[src/rtl/pwm_pkg.sv]
package pwm_pkg;
  typedef enum logic [1:0] {
    PS_DIV1   = 2'b00,
    PS_DIV4   = 2'b01,
    PS_DIV16  = 2'b10,
    PS_DIV16B = 2'b11
  } prescale_e;

  localparam logic [1:0] ADDR_PERIOD  = 2'd0;
  localparam logic [1:0] ADDR_DUTY_HI = 2'd1;
  localparam logic [1:0] ADDR_DUTY_LO = 2'd2;
  localparam logic [1:0] ADDR_CTRL    = 2'd3;

  localparam int unsigned SUB_W = 2;
  localparam int unsigned PRE_W = 4;
endpackage

[src/rtl/pwm_regs.sv]
module pwm_regs
  import pwm_pkg::*;
#(
  parameter int unsigned TMR_W  = 8,
  parameter int unsigned POST_W = 4,
  localparam int unsigned DUTY_W = TMR_W + SUB_W
) (
  input  logic              clk_i,
  input  logic              rst_ni,
  input  logic              wr_en_i,
  input  logic [1:0]        wr_addr_i,
  input  logic [TMR_W-1:0]  wr_data_i,
  output logic [TMR_W-1:0]  period_o,
  output logic [DUTY_W-1:0] duty_o,
  output logic              en_o,
  output prescale_e         psel_o,
  output logic [POST_W-1:0] post_o
);
  logic [TMR_W-1:0] duty_hi_q;
  logic [SUB_W-1:0] duty_lo_q;

  always_ff @(posedge clk_i or negedge rst_ni) begin
    if (!rst_ni) begin
      period_o  <= '1;
      duty_hi_q <= '0;
      duty_lo_q <= '0;
      en_o      <= 1'b0;
      psel_o    <= PS_DIV1;
      post_o    <= '0;
    end else if (wr_en_i) begin
      unique case (wr_addr_i)
        ADDR_PERIOD:  period_o  <= wr_data_i;
        ADDR_DUTY_HI: duty_hi_q <= wr_data_i;
        ADDR_DUTY_LO: duty_lo_q <= wr_data_i[SUB_W-1:0];
        default: begin
          en_o   <= wr_data_i[0];
          psel_o <= prescale_e'(wr_data_i[2:1]);
          post_o <= wr_data_i[3 +: POST_W];
        end
      endcase
    end
  end

  assign duty_o = {duty_hi_q, duty_lo_q};
endmodule

[src/rtl/pwm_timebase.sv]
module pwm_timebase
  import pwm_pkg::*;
#(
  parameter int unsigned TMR_W = 8,
  localparam int unsigned CNT_W = TMR_W + SUB_W
) (
  input  logic             clk_i,
  input  logic             rst_ni,
  input  logic             en_i,
  input  prescale_e        psel_i,
  input  logic [TMR_W-1:0] period_i,
  output logic             bnd_o,
  output logic [CNT_W-1:0] cnt_nxt_o
);
  logic [SUB_W-1:0] ph_q, ph_d;
  logic [PRE_W-1:0] pre_q, pre_d, pre_lim;
  logic [TMR_W-1:0] tmr_q, tmr_d;
  logic             tick;
  logic [SUB_W-1:0] sub_d;

  always_comb begin
    unique case (psel_i)
      PS_DIV1: pre_lim = PRE_W'(0);
      PS_DIV4: pre_lim = PRE_W'(3);
      default: pre_lim = PRE_W'(15);
    endcase
  end

  assign tick  = en_i && (&ph_q) && (pre_q >= pre_lim);
  assign bnd_o = tick && (tmr_q == period_i);

  always_comb begin
    ph_d  = en_i ? ph_q + 1'b1 : '0;
    pre_d = pre_q;
    if (!en_i)
      pre_d = '0;
    else if (&ph_q)
      pre_d = (pre_q >= pre_lim) ? '0 : pre_q + 1'b1;
    tmr_d = tmr_q;
    if (!en_i)
      tmr_d = '0;
    else if (tick)
      tmr_d = (tmr_q == period_i) ? '0 : tmr_q + 1'b1;
    // fine step is one prescale unit of input clocks
    unique case (psel_i)
      PS_DIV1: sub_d = ph_d;
      PS_DIV4: sub_d = pre_d[1:0];
      default: sub_d = pre_d[3:2];
    endcase
  end

  assign cnt_nxt_o = {tmr_d, sub_d};

  always_ff @(posedge clk_i or negedge rst_ni) begin
    if (!rst_ni) begin
      ph_q  <= '0;
      pre_q <= '0;
      tmr_q <= '0;
    end else begin
      ph_q  <= ph_d;
      pre_q <= pre_d;
      tmr_q <= tmr_d;
    end
  end

  a_r8_hold_zero: assert property (@(posedge clk_i) disable iff (!rst_ni)
    !en_i |=> (tmr_q == '0 && ph_q == '0 && pre_q == '0));
  a_r2_tmr_hold: assert property (@(posedge clk_i) disable iff (!rst_ni)
    (en_i && !tick) |=> $stable(tmr_q));
  a_r2_wrap_zero: assert property (@(posedge clk_i) disable iff (!rst_ni)
    bnd_o |=> (tmr_q == '0));
endmodule

[src/rtl/pwm_duty.sv]
module pwm_duty #(
  parameter int unsigned DUTY_W = 10
) (
  input  logic              clk_i,
  input  logic              rst_ni,
  input  logic              en_i,
  input  logic              bnd_i,
  input  logic [DUTY_W-1:0] cnt_nxt_i,
  input  logic [DUTY_W-1:0] duty_i,
  output logic [DUTY_W-1:0] shadow_o,
  output logic              pwm_o
);
  logic [DUTY_W-1:0] shadow_q;
  logic              pwm_q;

  always_ff @(posedge clk_i or negedge rst_ni) begin
    if (!rst_ni) begin
      shadow_q <= '0;
      pwm_q    <= 1'b0;
    end else begin
      if (bnd_i) shadow_q <= duty_i;
      if (!en_i)
        pwm_q <= 1'b0;
      else if (bnd_i)
        pwm_q <= |duty_i;
      else if (cnt_nxt_i == shadow_q)
        pwm_q <= 1'b0;
    end
  end

  assign shadow_o = shadow_q;
  assign pwm_o    = pwm_q;

  a_r3_rise_on_bnd: assert property (@(posedge clk_i) disable iff (!rst_ni)
    $rose(pwm_q) |-> $past(bnd_i));
  a_r4_rise_nonzero: assert property (@(posedge clk_i) disable iff (!rst_ni)
    $rose(pwm_q) |-> (shadow_q != '0));
  a_r6_shadow_hold: assert property (@(posedge clk_i) disable iff (!rst_ni)
    !bnd_i |=> $stable(shadow_q));
  a_r8_off_low: assert property (@(posedge clk_i) disable iff (!rst_ni)
    !en_i |=> !pwm_q);
endmodule

[src/rtl/pwm_postscale.sv]
module pwm_postscale #(
  parameter int unsigned POST_W = 4
) (
  input  logic              clk_i,
  input  logic              rst_ni,
  input  logic              en_i,
  input  logic              bnd_i,
  input  logic [POST_W-1:0] ratio_i,
  output logic              evt_o
);
  logic [POST_W-1:0] cnt_q;
  logic              evt_q;

  always_ff @(posedge clk_i or negedge rst_ni) begin
    if (!rst_ni) begin
      cnt_q <= '0;
      evt_q <= 1'b0;
    end else if (!en_i) begin
      cnt_q <= '0;
      evt_q <= 1'b0;
    end else begin
      evt_q <= 1'b0;
      if (bnd_i) begin
        if (cnt_q >= ratio_i) begin
          cnt_q <= '0;
          evt_q <= 1'b1;
        end else begin
          cnt_q <= cnt_q + 1'b1;
        end
      end
    end
  end

  assign evt_o = evt_q;

  a_r7_evt_after_bnd: assert property (@(posedge clk_i) disable iff (!rst_ni)
    evt_q |-> $past(bnd_i));
  a_r7_single_clk: assert property (@(posedge clk_i) disable iff (!rst_ni)
    evt_q |=> !evt_q);
endmodule

[src/rtl/pwm_gen.sv]
module pwm_gen
  import pwm_pkg::*;
#(
  parameter int unsigned TMR_W  = 8,
  parameter int unsigned POST_W = 4,
  localparam int unsigned DUTY_W = TMR_W + SUB_W
) (
  input  logic              clk_i,
  input  logic              rst_ni,
  input  logic              wr_en_i,
  input  logic [1:0]        wr_addr_i,
  input  logic [TMR_W-1:0]  wr_data_i,
  output logic              pwm_o,
  output logic              period_evt_o,
  output logic [DUTY_W-1:0] shadow_duty_o
);
  logic [TMR_W-1:0]  period;
  logic [DUTY_W-1:0] duty_buf;
  logic [DUTY_W-1:0] cnt_nxt;
  logic [POST_W-1:0] post;
  logic              en;
  logic              bnd;
  prescale_e         psel;

  pwm_regs #(.TMR_W(TMR_W), .POST_W(POST_W)) u_regs (
    .clk_i, .rst_ni, .wr_en_i, .wr_addr_i, .wr_data_i,
    .period_o(period), .duty_o(duty_buf), .en_o(en),
    .psel_o(psel), .post_o(post)
  );

  pwm_timebase #(.TMR_W(TMR_W)) u_tb (
    .clk_i, .rst_ni, .en_i(en), .psel_i(psel), .period_i(period),
    .bnd_o(bnd), .cnt_nxt_o(cnt_nxt)
  );

  pwm_duty #(.DUTY_W(DUTY_W)) u_duty (
    .clk_i, .rst_ni, .en_i(en), .bnd_i(bnd), .cnt_nxt_i(cnt_nxt),
    .duty_i(duty_buf), .shadow_o(shadow_duty_o), .pwm_o(pwm_o)
  );

  pwm_postscale #(.POST_W(POST_W)) u_post (
    .clk_i, .rst_ni, .en_i(en), .bnd_i(bnd), .ratio_i(post),
    .evt_o(period_evt_o)
  );
endmodule

[config.mk]
export PLATFORM = sky130hd
export DESIGN_NAME = pwm_gen
export DESIGN_NICKNAME = d
export VERILOG_FILES = /design/src/rtl/pwm_pkg.sv /design/src/rtl/pwm_regs.sv /design/src/rtl/pwm_timebase.sv /design/src/rtl/pwm_duty.sv /design/src/rtl/pwm_postscale.sv /design/src/rtl/pwm_gen.sv
export SDC_FILE = /design/constraint.sdc
export NUM_CORES = 1
export LEC_CHECK = 0
export BUFFER_PORTS_ARGS = -buffer_cell sky130_fd_sc_hd__buf_2
export CAP_MARGIN = 25
export CORE_MARGIN = 5
export CORE_UTILIZATION = 35
export CTS_CLUSTER_SIZE = 28
export DETAILED_ROUTE_END_ITERATION = 7
export GPL_TIMING_DRIVEN = 0
export SETUP_SLACK_MARGIN = 0.2
export SYNTH_ARGS = -nofsm -noshare
export SYNTH_HDL_FRONTEND = slang
export SYNTH_SLANG_ARGS = --single-unit
[constraint.sdc]
create_clock -name clk_i -period 2.7 [get_ports clk_i]
set_clock_uncertainty 0.1 [all_clocks]
set_input_delay 0.135 -clock clk_i [delete_from_list [all_inputs] [get_ports clk_i]]
set_output_delay 0.135 -clock clk_i [all_outputs]
set_load 0.01 [all_outputs]
==> Yosys cells after proc, flatten, opt, wreduce, memory -nomap -nowiden <==
Cells that the tools add are included.
{ "op_classes": {"eq_ne": 7, "reduce_logical": 12, "bitwise_logic": 1, "order_cmp": 2, "n_addsub": 4, "mux": 18} }
{ "op_table": {"columns": ["operator", "n"], "rows": [
  ["$mux 4", 6],
  ["$mux 8", 3],
  ["$eq 10x10->1", 1],
  ["$reduce_and 2->1", 5],
  ["$reduce_or 10->1", 1],
  ["$add 4x1->4 const B", 2],
  ["$add 8x1->8 const B", 1],
  ["$eq 8x8->1", 1],
  ["$ge 4x4->1", 2],
  ["$pmux 4 s2", 1],
  ["$mux 1", 6],
  ["$eq 2x1->1 const B", 2],
  ["$logic_not 2->1", 2],
  ["$pmux 2 s2", 1],
  ["$logic_and 1x1->1", 3],
  ["$ne 3x2->1 const B", 1],
  ["$reduce_or 3->1", 1],
  ["$add 2x1->2 const B", 1],
  ["$eq 2x2->1 const B", 1],
  ["$mux 2", 1],
  ["$ne 2x2->1 const B", 1],
  ["$not 1->1", 1]
]} }
{ "totals": {"elab_cells": 57, "in_bits": 13, "output_inout_bits": 12, "ff_bits": 55} }

==> Depth between registers and ports, before layout <==
Gate-level depths: netlist (run 1).
{ "depth": {"depth_word": 11, "depth_mapped": 13, "mapped_depth_nobuf": 11} }

==> Modules after synthesis <==
Synthesis (run 1) repeated with hierarchy kept, for this count alone.
{ "hier_totals": {"cells_unflattened": 253, "area_unflattened_um2": 2986.6} }
{ "modules_own_cells": {"columns": ["module", "cells_each", "area_per_inst_um2", "n_inst", "seq_area_each_um2"], "rows": [
  ["pwm_timebase", 120, 1101.1, 1, 350.3],
  ["pwm_regs", 54, 959.7, 1, 635.6],
  ["pwm_duty", 42, 553.0, 1, 275.3],
  ["pwm_postscale", 37, 372.9, 1, 125.1]
]} }

==> Least setup slack after synthesis (run 1) <==
OpenSTA, ideal clock, no wires.
{ "synth_timing": {"kind": "reg2reg", "start": "reg u_regs.psel_o[1]", "end": "reg u_duty.pwm_q (netlist: u_duty.pwm_o)", "setup_ps": 138, "arrival_ps": 2626, "required_time_ps": 2462, "period_less_slack_ps": 2864, "path_buffers": 0, "path_slack_ps": -164, "path_stages_with_launch": 11, "path_cell_list": "dfrtp_1 inv_1 nand2_1 ha_1 nor3b_2 o21a_4 nand2_1 o311ai_0 mux2_2 a2111oi_2 a31oi_1"} }
{ "synth_via": {"elab_chain_len": 9, "word_cells_on_any_way": 16, "classes_between": "1 x order compare; 3 x eq/ne; 9 x mux; 3 x reduce/logical"} }
{ "synth_rtl": {"columns": ["item", "line_no", "text"], "rows": [
  ["from (decl)", "pwm_regs.sv:16", "output prescale_e psel_o,"],
  ["from (signal assigned)", "pwm_regs.sv:37", "psel_o <= prescale_e'(wr_data_i[2:1]);"],
  ["$eq 2x1->1 or $logic_not 2->1 (tied branches)", "pwm_timebase.sv:22, pwm_timebase.sv:45", null],
  ["$pmux 4 s2", "pwm_timebase.sv:22", "unique case (psel_i)"],
  ["$ge 4x4->1", "pwm_timebase.sv:29, pwm_timebase.sv:38", null],
  ["$mux 4", "pwm_timebase.sv:38", "pre_d = (pre_q >= pre_lim) ? '0 : pre_q + 1'b1;"],
  ["$mux 4", "pwm_timebase.sv:37", "else if (&ph_q)"],
  ["$mux 4", "pwm_timebase.sv:35", "if (!en_i)"],
  ["$pmux 2 s2", "pwm_timebase.sv:45", "unique case (psel_i)"],
  ["$eq 10x10->1", "pwm_duty.sv:26", "else if (cnt_nxt_i == shadow_q)"],
  ["$ne 3x2->1 (no source line)", null, null],
  ["to (signal assigned)", "pwm_duty.sv:25", "pwm_q <= |duty_i;"],
  ["to (decl)", "pwm_duty.sv:14", "logic pwm_q;"]
]} }
Parallel ways exist; a longest one is shown, timed or not.
A chain may end at the register's enable or synchronous reset.

==> Worst setup path after layout (run 1) <==
Same ends and word-level chain as after synthesis.

==> results.toml, run 1 <==
[run_status]
outcome = "finished with violations"
violations = "setup timing"

[route]
dr.pass1.iters = 4
drc = 0
first_iter_violations = 177
wire_per_inst_um = 17.27
drtAntennaViolNets = 0
via_count = 2408
wl_mm = 7.718
vias_per_cell = 5.387

[timing]
rsz0062_at_grt = "true"
finalHoldViolations = 0
worst_pin_slew_ns = 0.6258
period_share = 1.045
fmax_mhz = 354.5
setup_viol = 1
timing.final.max_slew_violations = 0
slew_headroom = 0.5828
fin_ws_ns = -0.1212
hold_ws_ns = 0.01672
period_needed_ns = 2.821

[logic_synthesis]
yosys_warnings = 0
yosysSeqAreaShare = 0.4437
netlist_instances = 281
async_reset_ff_frac = 1.000
syn-cell-area_sq_um = 3124
synth_ff_type = "dfrtp_1"
synth_seq_cells = 55
avgSynthCellArea_sq_um = 11.12
syn_nets = 306
synth_edf_count = 0
ys_types = 58

[place]
port-buffer-count = 24
place_congestion = 0.8160
dpl.hpwl_mm = 5.575
dp_slack_ns = -0.3446
place_inst = 415

[hold_path]
hp-class = "in2reg"
whs_path_depth = 2

[setup_path]
end_kind = "flip-flop"
required_ns = 2.79
worstSetupPathType = "reg2reg"
critPathLaunchType = "flip-flop"
arrival_ns = 2.91
reg2reg_depth = 12
crit_fanout = 5

[floorplanning]
die-area_sq_um = 10920
placementRows = 34
die_y_um = 104.5
io_pins = 25
die_x_um = 104.5
core_area_sq_um = 8721
start_util = 0.3582

[global_routing]
first_global_vias = 2462
grt_usage = 0.1419
antenna_found_initial = 0
grt_first_pass_wirelength_mm = 12.77
overflow = 0
grt_max_degree = 30

[clock_network]
clockRootBuffer = "clkbuf_8"
clk_pin_slew_worst_paths_ns = 0.10
cts_max_level = 2
clk_latency_ns = 0.31
tritoncts = "built"
clk_path_buf_depth = 2
cts.sinks = 55
numCtsBuffers = 5

[power_and_ir_drop]
finalPower_mw = 1.992
ir_worst_vdd_uv = 277.5
power_density_nw_per_um2 = 511.8
p_leak_nw = 1.672

[job]
maxCapViolCount = 0

[final_layout]
layout.nets = 363
drive_gt1_frac = 0.3805
syn_to_final_growth_pct = 24.55
post-route-util = 0.4462
fill_cells = 797
diodes = 0
layoutNonFillerInstCount = 447
-- report_power, final --
part,internal (mW),total [mW],switching [mW]
Clock,0.182,0.456,0.274
Sequential,0.923,0.991,0.0672
Combinational,0.274,0.545,0.271
-- layer usage --
metal / vias up / global-route usage / wire length (um)
met5: - / 0 / 0
met4: 0 / 0.02960 / 97
met3: 8 / 0.02235 / 292
met2: 55 / 0.2412 / 3881
met1: 1185 / 0.1906 / 3446
li1: 1160 / - / -
-- worst max-delay path: stages, from the launching register on --
cell       delay [ns]
dfrtp_2          0.42
inv_2            0.07
nand2_4          0.09
inv_4            0.04
ha_4             0.26
o211ai_4         0.10
o21a_4           0.26
buf_4            0.14
o41ai_4          0.33
a22o_1           0.23
o211ai_1         0.14
a2111oi_4        0.41
a31oi_1          0.13
-- sequential cells by signal, indices dropped and copies added (netlist names), 4 cells and up --
signal	cells
u_duty.shadow_o	10
u_regs.duty_hi_q	8
u_regs.period_o	8
u_tb.tmr_q	8
u_post.cnt_q	4
u_regs.post_o	4
u_tb.pre_q	4
-- cells in the mapped netlist (2+ instances only) --
| cell | count | share of area |
|---|---|---|
| inv_1 | 17 | 0.020 |
| a21o_1 | 3 | 0.0072 |
| buf_4 | 2 | 0.0048 |
| o21ai_0 | 12 | 0.019 |
| nor4_1 | 2 | 0.0040 |
| a21boi_0 | 2 | 0.0048 |
| nand2_1 | 10 | 0.012 |
| nor2b_1 | 4 | 0.0080 |
| nand3b_1 | 3 | 0.0072 |
| nor3b_1 | 3 | 0.0072 |
| o2bb2ai_1 | 2 | 0.0056 |
| o211ai_1 | 4 | 0.0096 |
| nor2_1 | 15 | 0.018 |
| nand4_1 | 7 | 0.014 |
| xor2_1 | 2 | 0.0056 |
| nand2b_1 | 3 | 0.0060 |
| and2_1 | 3 | 0.0060 |
| ha_1 | 12 | 0.048 |
| clkbuf_1 | 5 | 0.0060 |
| nand3_1 | 10 | 0.016 |
| or4_1 | 2 | 0.0048 |
| mux2i_1 | 2 | 0.0064 |
| a31oi_1 | 3 | 0.0060 |
| nor3_1 | 4 | 0.0064 |
| o211a_1 | 3 | 0.0096 |
| o31ai_1 | 2 | 0.0048 |
| or3_1 | 4 | 0.0080 |
| a2111oi_2 | 2 | 0.0096 |
| o31a_1 | 2 | 0.0056 |
| and3_1 | 2 | 0.0040 |
| dfstp_2 | 8 | 0.067 |
| a211oi_1 | 2 | 0.0048 |
| xnor2_1 | 12 | 0.034 |
| mux2_2 | 36 | 0.13 |
| a21oi_1 | 7 | 0.011 |
| dfrtp_1 | 47 | 0.38 |
-- timing repair --
item / CTS / global route
endpoints found under the hold margin: 30 / 0
pin swaps: 8 / 11
cloned: 0 / 1
setup buffers: 6 / 12
hold buffers: 5 / 0
resized for setup: 13 / 11
setup endpoints to repair: 16 / 15
-- stage by stage --
stage / setup TNS (ns) / cell area (sq um)
finish: -0.1212 / 3891
global route: -0.2210 / 3891
CTS: -0.1229 / 3736
detailed placement: -2.845 / 3490
global placement: -2.731 / 3465
floorplan: 0 / 3209
-- placed cells by master (no fill, tap or decap), types with 5 or more instances in the layout --
cell / n
a21oi_1: 6
buf_2: 25
buf_4: 18
clkbuf_8: 5
dfrtp_1: 46
dfstp_2: 8
dlygate4sd3_1: 5
ha_1: 9
inv_1: 14
mux2_2: 35
nand2_1: 8
nand3_1: 9
nand4_1: 7
nor2_1: 15
o21ai_0: 10
xnor2_1: 12
-- cell type report --
type,count,area (sq um),share of cell area
multi-input cells,201,1797,0.4617
clock inverters,2,12.51,0.003215
repair buffers,50,355.3,0.09132
inverters,17,66.31,0.01704
plain buffers,8,65.06,0.01672
clock buffers,6,72.57,0.01865
flip-flops and latches,55,1388,0.3566
well taps,108,135.1,0.03473
-- cell families (layout without fill, tap and decap cells) --
kind of cell / count (synthesis) / count (layout) / synth area share
AOI/OAI and AO/OA: 58 / 58 / 0.1486
xor gates and xnor gates: 15 / 15 / 0.04646
adders and majority gates: 12 / 12 / 0.04806
buffers and inverters: 25 / 83 / 0.03484
DFF: 55 / 55 / 0.4437
muxes: 38 / 38 / 0.1362
and+or+nand+nor: 78 / 78 / 0.1422
-- worst paths after layout --
kind                            slack, ns                  end        startpoint
worst max-delay path                -0.12         u_duty.pwm_o  u_regs.psel_o[1]
worst min register to register       0.37         u_tb.ph_q[0]      u_tb.ph_q[0]
max in group asynchronous            1.59   u_regs.period_o[1]            rst_ni
worst min-delay path                 0.02  u_regs.duty_lo_q[1]      wr_data_i[1]
worst max register to register      -0.12         u_duty.pwm_o  u_regs.psel_o[1]
min in group asynchronous            0.26      u_post.cnt_q[0]            rst_ni
No activity file was read; power rests on OpenSTA's default activity.
==> run 2, diff against run 1 <==
--- a/config.mk
+++ b/config.mk
@@ -8,10 +8,11 @@
 export BUFFER_PORTS_ARGS = -buffer_cell sky130_fd_sc_hd__buf_2
 export CAP_MARGIN = 25
 export CORE_MARGIN = 5
-export CORE_UTILIZATION = 35
+export CORE_UTILIZATION = 45
 export CTS_CLUSTER_SIZE = 28
 export DETAILED_ROUTE_END_ITERATION = 7
 export GPL_TIMING_DRIVEN = 0
+export PLACE_DENSITY = 0.65
 export SETUP_SLACK_MARGIN = 0.2
 export SYNTH_ARGS = -nofsm -noshare
 export SYNTH_HDL_FRONTEND = slang
==> run 2 against run 1 <==
Against the previous run: the flow still finishes with violations (setup timing); non-clock buffer count rose by 3; utilization rose by 13 points; final area rose by 0.77%; clock power rose by 21%; critical endpoint unchanged; critical path type unchanged.
==> results.toml, run 2 (synthesized netlist as in run 1, its figures left out) <==
[clock_network]
clk_latency_ns = 0.31
cts.sinks = 55
clk_pin_slew_worst_paths_ns = 0.10
numCtsBuffers = 5
cts_max_level = 2
tritoncts = "built"
clockRootBuffer = "clkbuf_8"
clk_path_buf_depth = 2

[place]
dpl.hpwl_mm = 5.487
place_inst = 403
place_congestion = 0.8801
port-buffer-count = 24

[route]
vias_per_cell = 5.589
wire_per_inst_um = 17.35
dr.pass1.iters = 4
via_count = 2448
drc = 0
drtAntennaViolNets = 0
wl_mm = 7.598
first_iter_violations = 135

[global_routing]
grt_max_degree = 32
grt_usage = 0.1821
overflow = 0
grt_first_pass_wirelength_mm = 12.46
first_global_vias = 2454
antenna_found_initial = 0

[timing]
period_share = 1.047
period_needed_ns = 2.826
timing.final.max_slew_violations = 0
rsz0062_at_grt = "true"
finalHoldViolations = 0
hold_ws_ns = 0.1474
setup_viol = 1
fin_ws_ns = -0.1259
slew_headroom = 0.5848
fin_tns_setup_ns = -0.1259
fmax_mhz = 353.9
worst_pin_slew_ns = 0.6228

[hold_path]
hp-class = "in2reg"
hold_start = "wr_addr_i[1]"
whs_path_depth = 3
min_to = "u_regs.duty_lo_q[1]"

[power_and_ir_drop]
ir_worst_vdd_uv = 308.9
p_leak_nw = 1.686
power_density_nw_per_um2 = 532.1

[run_status]
violations = "setup timing"
outcome = "finished with violations"

[setup_path]
r2r_setup_slack_ns = -0.13
crit_fanout = 5
r2r_start = "u_regs.psel_o[1]"
end_kind = "flip-flop"
reg2reg_depth = 12
arrival_ns = 2.92
worstSetupPathType = "reg2reg"
r2r_end = "u_duty.pwm_o"
required_ns = 2.79
critPathLaunchType = "flip-flop"

[final_layout]
layoutNonFillerInstCount = 438
mostFrequentLayoutCell = "dfrtp_1"
layout.nets = 366
diodes = 0
largest_reg_flops = 10
syn_to_final_growth_pct = 25.51
drive_gt1_frac = 0.3684
final_cell_mix = "dfrtp_1, mux2_2, buf_2"

[floorplanning]
die-area_sq_um = 8710
die_y_um = 93.33
start_util = 0.4599
core_area_sq_um = 6794
placementRows = 30
io_pins = 25
die_x_um = 93.33

[job]
maxCapViolCount = 0
run 2: worst max-delay path, stage by stage, from the launching register on:
cell and delay [ns]:
dfrtp_2 0.44, inv_2 0.07, nand2_4 0.08, inv_2 0.04, ha_4 0.27, o211ai_4 0.07
o21a_4 0.25, buf_6 0.12, or4_4 0.43, a21oi_4 0.20, o32ai_4 0.12, a2111oi_4 0.37
a31oi_1 0.13
run 2: power breakdown:
group	internal, mW	switching (mW)	total, mW
Combinational	0.271	0.269	0.540
Sequential	0.923	0.0687	0.992
Clock	0.277	0.277	0.554
Total	1.47	0.614	2.09
run 2: final cells by class:
| cell class | instances | area, sq um |
|---|---|---|
| fillers | 594 | 2873 |
| inverters | 17 | 63.81 |
| clock buffers | 6 | 72.57 |
| well taps | 96 | 120.1 |
| clock inverters | 2 | 37.54 |
| plain buffers | 8 | 67.56 |
| flip-flops and latches | 55 | 1388 |
| multi-input cells | 201 | 1790 |
| repair buffers | 53 | 381.6 |
run 2: what timing repair did:
action | in CTS | in global routing
setup buffers | 12 | 6
pin swaps | 13 | 16
endpoints found under the setup margin | 16 | 15
hold buffers | 7 | 2
gates resized for setup | 12 | 13
endpoints found under the hold margin | 36 | 3
run 2: worst max path at each step:
stage	from	end	slack, ns	depth (start not counted)
2_1_floorplan	u_regs.psel_o[1]	u_duty.pwm_o	0.09	12
3_3_place_gp	u_regs.psel_o[1]	u_duty.pwm_o	-0.38	9
3_5_place_dp	u_regs.psel_o[1]	u_duty.pwm_o	-0.35	9
4_1_cts	u_regs.psel_o[1]	u_duty.pwm_o	-0.1	10
5_1_grt	u_regs.psel_o[1]	u_duty.pwm_o	-0.24	12
6_report	u_regs.psel_o[1]	u_duty.pwm_o	-0.13	12
run 2: routing by layer:
layer / part of all wire / global-route usage / wire length [um] / vias up
met5: 0 / 0 / 0 / -
met2: 0.51 / 0.3049 / 3837 / 53
li1: - / - / - / 1159
met3: 0.032 / 0.02655 / 240 / 13
met1: 0.44 / 0.2392 / 3331 / 1223
met4: 0.025 / 0.06471 / 188 / 0
run 2: through the flow:
| step | power (mW) | utilization | worst slack (ns) | instance area, sq um |
|---|---|---|---|---|
| 4_1_cts | 2.067 | 0.5595 | -0.09788 | 3801 |
| 2_1_floorplan | 1.312 | - | 0.09351 | 3209 |
| 3_3_place_gp | 1.430 | 0.5077 | -0.3759 | 3450 |
| 6_report | 2.086 | 0.5772 | -0.1259 | 3921 |
| 5_1_grt | 2.196 | 0.5772 | -0.2406 | 3921 |
| 3_5_place_dp | 1.448 | 0.5114 | -0.3487 | 3475 |
